**src/rtl/disp_stat_pkg.sv**
```systemverilog
package disp_stat_pkg;

    localparam int DATA_W     = 8;
    localparam int ENB_LO     = 3;
    localparam int ENB_HI     = 6;
    localparam int ENB_W      = ENB_HI - ENB_LO + 1;
    localparam int N_MODE_SRC = 3;            // phases 0..2 may raise a request
    localparam int ENB_MATCH  = N_MODE_SRC;   // enable slot for line match
    localparam int FLAG_BIT   = 2;

    typedef enum logic [1:0] {
        PH_HBLANK  = 2'b00,
        PH_VBLANK  = 2'b01,
        PH_OBJSCAN = 2'b10,
        PH_DRAW    = 2'b11
    } lcd_phase_e;

    typedef struct packed {
        logic [ENB_W-1:0]  enb;
        logic [DATA_W-1:0] cmp;
    } cfg_t;

    typedef struct packed {
        logic line;
        logic pulse;
    } edge_t;

endpackage

```
**src/rtl/dstat_cfg.sv**
```systemverilog
module dstat_cfg
    import disp_stat_pkg::*;
#(
    parameter int                ADDR_W    = 16,
    parameter logic [ADDR_W-1:0] STAT_ADDR = 16'hFF41,
    parameter logic [ADDR_W-1:0] CMP_ADDR  = 16'hFF45
) (
    input  logic              clk,
    input  logic              rst_n,
    input  logic [ADDR_W-1:0] bus_addr,
    input  logic [DATA_W-1:0] bus_wdata,
    input  logic              bus_we,
    output cfg_t              cfg_o
);

    cfg_t cfg_d, cfg_q;

    always_comb begin
        cfg_d = cfg_q;
        if (bus_we && bus_addr == STAT_ADDR) begin
            cfg_d.enb = bus_wdata[ENB_HI:ENB_LO];
        end
        if (bus_we && bus_addr == CMP_ADDR) begin
            cfg_d.cmp = bus_wdata;
        end
    end

    always_ff @(posedge clk or negedge rst_n) begin
        if (!rst_n) begin
            cfg_q <= '0;
        end else begin
            cfg_q <= cfg_d;
        end
    end

    assign cfg_o = cfg_q;

endmodule

```
**src/rtl/dstat_src.sv**
```systemverilog
module dstat_src
    import disp_stat_pkg::*;
(
    input  logic [1:0]        phase_i,
    input  logic [DATA_W-1:0] line_i,
    input  cfg_t              cfg_i,
    output logic              match_o,
    output logic              req_o
);

    logic [N_MODE_SRC-1:0] phase_hit;

    for (genvar g = 0; g < N_MODE_SRC; g++) begin : g_phase_src
        assign phase_hit[g] = cfg_i.enb[g] && (phase_i == 2'(g));
    end

    assign match_o = (line_i == cfg_i.cmp);
    assign req_o   = (|phase_hit) | (cfg_i.enb[ENB_MATCH] & match_o);

endmodule

```
**src/rtl/dstat_edge.sv**
```systemverilog
module dstat_edge
    import disp_stat_pkg::*;
(
    input  logic clk,
    input  logic rst_n,
    input  logic req_i,
    output logic pulse_o
);

    edge_t st_d, st_q;

    always_comb begin
        st_d.line  = req_i;
        st_d.pulse = req_i & ~st_q.line;
    end

    always_ff @(posedge clk or negedge rst_n) begin
        if (!rst_n) begin
            st_q <= '0;
        end else begin
            st_q <= st_d;
        end
    end

    assign pulse_o = st_q.pulse;

endmodule

```
**src/rtl/disp_stat.sv**
```systemverilog
module disp_stat
    import disp_stat_pkg::*;
#(
    parameter int                ADDR_W    = 16,
    parameter logic [ADDR_W-1:0] STAT_ADDR = 16'hFF41,
    parameter logic [ADDR_W-1:0] CMP_ADDR  = 16'hFF45
) (
    input  logic              clk,
    input  logic              rst_n,
    input  logic [ADDR_W-1:0] bus_addr,
    input  logic [7:0]        bus_wdata,
    input  logic              bus_we,
    output logic [7:0]        bus_rdata,
    input  logic [1:0]        lcd_mode,
    input  logic [7:0]        lcd_line,
    output logic              stat_irq
);

    cfg_t cfg_q;
    logic match_w;
    logic req_w;

    dstat_cfg #(
        .ADDR_W   (ADDR_W),
        .STAT_ADDR(STAT_ADDR),
        .CMP_ADDR (CMP_ADDR)
    ) cfg_i (
        .clk      (clk),
        .rst_n    (rst_n),
        .bus_addr (bus_addr),
        .bus_wdata(bus_wdata),
        .bus_we   (bus_we),
        .cfg_o    (cfg_q)
    );

    dstat_src src_i (
        .phase_i(lcd_mode),
        .line_i (lcd_line),
        .cfg_i  (cfg_q),
        .match_o(match_w),
        .req_o  (req_w)
    );

    dstat_edge edge_i (
        .clk    (clk),
        .rst_n  (rst_n),
        .req_i  (req_w),
        .pulse_o(stat_irq)
    );

    always_comb begin
        bus_rdata = '0;
        if (bus_addr == STAT_ADDR) begin
            bus_rdata[1:0]           = lcd_mode;
            bus_rdata[FLAG_BIT]      = match_w;
            bus_rdata[ENB_HI:ENB_LO] = cfg_q.enb;
        end else if (bus_addr == CMP_ADDR) begin
            bus_rdata = cfg_q.cmp;
        end
    end

endmodule

```
**config.mk**
```make
export PLATFORM = sky130hd
export DESIGN_NAME = disp_stat
export DESIGN_NICKNAME = d
export VERILOG_FILES = /design/src/rtl/disp_stat_pkg.sv /design/src/rtl/dstat_cfg.sv /design/src/rtl/dstat_src.sv /design/src/rtl/dstat_edge.sv /design/src/rtl/disp_stat.sv
export SDC_FILE = /design/constraint.sdc
export NUM_CORES = 1
export LEC_CHECK = 0
export ABC_AREA = 0
export ABC_CLOCK_PERIOD_IN_PS = 1600
export BUFFER_PORTS_ARGS = -buffer_cell sky130_fd_sc_hd__buf_4
export CAP_MARGIN = 30
export CORE_ASPECT_RATIO = 0.75
export CORE_MARGIN = 5
export CORE_UTILIZATION = 44
export DETAILED_ROUTE_END_ITERATION = 10
export MAX_ROUTING_LAYER = met4
export PLACE_DENSITY = 0.83
export SLEW_MARGIN = 20
export SYNTH_ARGS = -nofsm -noshare
export SYNTH_HDL_FRONTEND = slang
export SYNTH_HIERARCHICAL = 1
export SYNTH_SLANG_ARGS = --single-unit
```
**constraint.sdc**
```tcl
create_clock -name clk -period 1.6 [get_ports clk]
set_input_delay 0 -clock clk [delete_from_list [all_inputs] [get_ports clk]]
set_output_delay 0 -clock clk [all_outputs]
set_load 0.03 [all_outputs]
```
# Yosys cells after proc, flatten, opt, wreduce, memory -nomap -nowiden
# Cells that the tools add are included.
# classes
n_reduce_logical	7
bitwise_logic	4
eq_ne	5
mux	3
# ops
op	count
16-bit == test (second input constant)	2
8-bit == test	1
8-bit 2-to-1 mux	1
7-bit 2-to-1 mux	1
1-bit logical AND	5
3-bit OR reduction	1
1-bit bitwise AND	2
2-bit by 1-bit == test with 1-bit output (second input constant)	1
2-bit == test (second input constant)	1
2-bit zero test	1
1-bit 2-to-1 mux	1
1-bit NOT	1
1-bit OR	1
# word_totals
out_inout_bits	9
in_bits	37
word_cells	23
ff_bits	14

# Logic depth before layout (Yosys ltp)
# depth
ltp_word	5
mapped_depth	5
depth_no_buf	5

# Modules after synthesis
# The synthesis kept the hierarchy.
# by_module_without_submodules
mod	seq_area_each_um2	area_each_um2	cells_each	instances
dstat_cfg	300.3	544.3	31	1
disp_stat	0.0	178.9	23	1
dstat_src	0.0	118.9	15	1
dstat_edge	50.0	63.8	3	1

# Worst setup path before layout
# No wires, ideal clock.
# synth_path
kind	input port to flip-flop
from	input bus_addr[4]
to	register cfg_i/cfg_o[10] (netlist name)
n_path_buf	0
path_stages	4
slack_ns	0.081
arrival_time_ns	1.392
setup_ns	0.127
t_required_ns	1.473
path_cell_list	or4b_4 > nor4_4 > and2b_2 > mux2_1
# synth_between
elab_chain_cells	2
# synth_lines
item	line	text
start: declaration	disp_stat.sv:10	input logic [ADDR_W-1:0] bus_addr,
16-bit == test	dstat_cfg.sv:20	if (bus_we && bus_addr == STAT_ADDR) begin
1-bit logical AND	dstat_cfg.sv:20	
# Every way passes these cells.
# A chain may end at the register's enable or synchronous reset.

# Worst setup path in the final report
# layout_path
from	register cfg_i/cfg_o[7] (netlist name)
to	output bus_rdata[2]
# layout_between
elab_chain_cells	2
# layout_lines
item	line	text
8-bit == test	dstat_src.sv:17	assign match_o = (line_i == cfg_i.cmp);
named net match_w	disp_stat.sv:20	logic match_w;
7-bit 2-to-1 mux	disp_stat.sv:53	if (bus_addr == STAT_ADDR) begin
end: declaration	disp_stat.sv:13	output logic [7:0] bus_rdata,
# The timed path passes the listed nets, and every way through them passes these cells.

==> out/metrics.yaml <==
n_antenna_cell: 0
skew_ns: 0.00447
arrival_ns: 1.52
ant_nets: 0
grtUsageTotal: 0.176
dieWidth_microns: 62.4
first_pass_iters: 2
vias_per_cell: 5.20
cts_buffer_depth: 2
setup_ws_ns: 0.0763
yosys.area_share.simple: 0.235
regArea_sq_um: 350
via_count: 806
cp-end-kind: "output pin"
p_leak_nw: 0.711
drt_iter0_markers: 12
crit_slowest_cell: "dfrtp_1"
worst_pin_slew_ns: 0.278
core_sq_um: 1980
criticalPathCategory: "reg -> out"
drt-total-wl_microns: 2420
finalSetupViolCount: 0
max_freq_mhz: 656
htreeDepth: 1
fin_setup_tns_ns: 0
synth_area_leaders: "dfrtp_1 (39%), mux2_4 (13%), mux2i_1 (8.8%)"
place_congestion: 0.783
antenna_found_initial: 0
rsz0062_at_grt: "false"
insertion_delay_ns: 0.29
cpMostUsedCell: "nor2_2"
synthCells: 72
critPathLaunch: "cfg_i/cfg_o[7]$_DFFE_PN0P_"
drc: 0
grt_pass1_wl_microns: 4070
cts-root-buf: "clkbuf_4"
grt_max_degree: 15
portBuffers: 45
worstSetupStartpointType: "register"
synth_compound_area_frac: 0.0138
post_cts_resized: 0
cts_tree: "yes"
status: "complete, no violations"
yosys_warnings: 6
synth.most_common_cell: "dfrtp_1"
overflow: 0
hp-class: "in -> async"
drive_gt1_frac: 0.565
synth_mux_area_frac: 0.271
synth_nets: 109
yosysUniqueCellTypes: 22
utilization: 0.711
synth-adder-area-share: 0
synth_area_sq_um: 906
multi_input_area_sq_um: 541
dpl-instance-area_sq_um: 1270
hpwlAfterDp_microns: 1870
synthToLayoutAreaGrowth_pct: 55.4
grt_pass1_vias: 925
synth_edf_count: 0
worstPathCellList: "xnor2_1 -> nand4_1 -> nor2_2 -> mux2i_1 -> nor2_2 -> buf_4"
ir_worst_vdd_uv: 321
fin_nets: 169
dieArea_sq_um: 3080
pre_cts_slack_ns: -0.121
required_ns: 1.60
cts_sinks: 14
syn_avg_cell_area_sq_um: 12.6
slew_viol_final: 0
initial_utilization: 0.458
async_flop_share: 1.00
synth_top_family_by_area: "multiplexers"
r2r_start: "cfg_i/cfg_o[7]$_DFFE_PN0P_"
pin_count: 46
drv_cap: 0
synth_seq_cells: 14
fin_crit_sh: 0.952
min_period_ns: 1.52
cp_max_fo: 3
hold_viol_final: 0
slew_headroom: 0.813
ys_top_cells_by_count: "dfrtp_1 (14), nor2_2 (9), mux2_4 (8), mux2i_1 (8), xnor2_1 (8)"
netlist.area_leader.share: 0.387
row_count: 14
synth_xor_area_frac: 0.0773
cpPeakStageDelay_ns: 0.42
synth_largest_area_cell: "dfrtp_1"
synth_seq_area_share: 0.387
die_h_microns: 49.3
num-fill-cells: 140
final_cell_area_sq_um: 1410
ys.flop_type: "dfrtp_1"
p_per_area_nw_per_um2: 531
cts_inserted_buffers: 3
clk_pin_slew_worst_paths_ns: 0.09
wl_per_cell_microns: 15.6
==> power breakdown <==
group,switching [mW],total [mW],internal (mW)
Combinational,0.0463,0.134,0.0881
Sequential,0.000106,0.354,0.354
Clock,0.121,0.260,0.139
==> final cells by class <==
class	instances	area share
Multi-Input combinational cell	56	0.384
Clock buffer	4	0.0258
Tap cell	24	0.0213
Sequential cell	14	0.249
Timing Repair Buffer	57	0.320
==> metrics by stage <==
| step | hold slack (ns) | cells | power (mW) |
|---|---|---|---|
| after detailed placement | -0.140 | 140 | 0.478 |
| after CTS | 0.0833 | 153 | 0.755 |
| after global routing | 0.114 | 155 | 0.786 |
| after global placement | -0.145 | 140 | 0.475 |
| after floorplan | -0.296 | 72 | 0.390 |
| final | 0.0889 | 155 | 0.748 |
==> what timing repair did <==
| action | in CTS | in global routing |
|---|---|---|
| endpoints found under the hold margin | 26 | 0 |
| buffers inserted | 0 | 2 |
| hold buffers | 9 | 0 |
| endpoints found under the setup margin | 0 | 1 |
==> layer usage <==
metal / GRT usage / up-vias / wire (microns)
met1: 0.185 / 379 / 956
met5: - / - / 0
met4: 0.0954 / 0 / 55
li1: - / 379 / -
met2: 0.293 / 42 / 1180
met3: 0.0553 / 6 / 228
==> state kept, by name (all words and copies together) (netlist names) <==
register,count
cfg_i/cfg_o,12
edge_i/pulse_o,1
edge_i/st_q,1
==> critical path, delay by kind of cell (launching register included) <==
| kind | cells | cell delay, ns |
|---|---|---|
| DFF | 1 | 0.42 |
| and+or+nand+nor | 3 | 0.37 |
| xor gates and xnor gates | 1 | 0.18 |
| buffers and inverters | 1 | 0.16 |
| muxes | 1 | 0.10 |
==> final timing paths <==
| kind | endpoint | slack, ns | depth (start not counted) |
|---|---|---|---|
| worst min-delay path | cfg_i/cfg_o[11]$_DFFE_PN0P_ | 0.09 | 2 |
| worst max register to register | edge_i/pulse_o$_DFF_PN0_ | 0.28 | 6 |
| worst min register to register | edge_i/pulse_o$_DFF_PN0_ | 0.45 | 1 |
| worst max-delay path | bus_rdata[2] | 0.08 | 6 |
| min in group clk | edge_i/st_q[1]$_DFF_PN0_ | 0.10 | 4 |
| max in group asynchronous | cfg_i/cfg_o[10]$_DFFE_PN0P_ | 1.34 | 2 |
==> cells by family after synthesis <==
| group | after synthesis |
|---|---|
| multiplexers | 20 |
| AO/OA/AOI/OAI | 2 |
| XOR/XNOR | 8 |
| AND/OR/NAND/NOR | 26 |
| flip-flops | 14 |
| buffers and inverters | 2 |
==> placed cells by master (no fill, tap or decap), drive strengths merged <==
cell,synthesis,final
dfrtp,14,14
nand2,2,2
buf,1,48
nand4b,1,1
or4,1,1
or4b,2,2
nand4,5,5
xnor2,8,8
nor2b,1,1
mux2i,8,8
nand4bb,1,1
and2b,1,1
clkbuf,1,4
a21o,1,1
o21ai,1,1
dlygate4sd3,0,9
nor2,9,9
mux2,12,12
nand3b,2,2
nor4,1,1
Note: power is estimated with default switching activity, not from simulation.
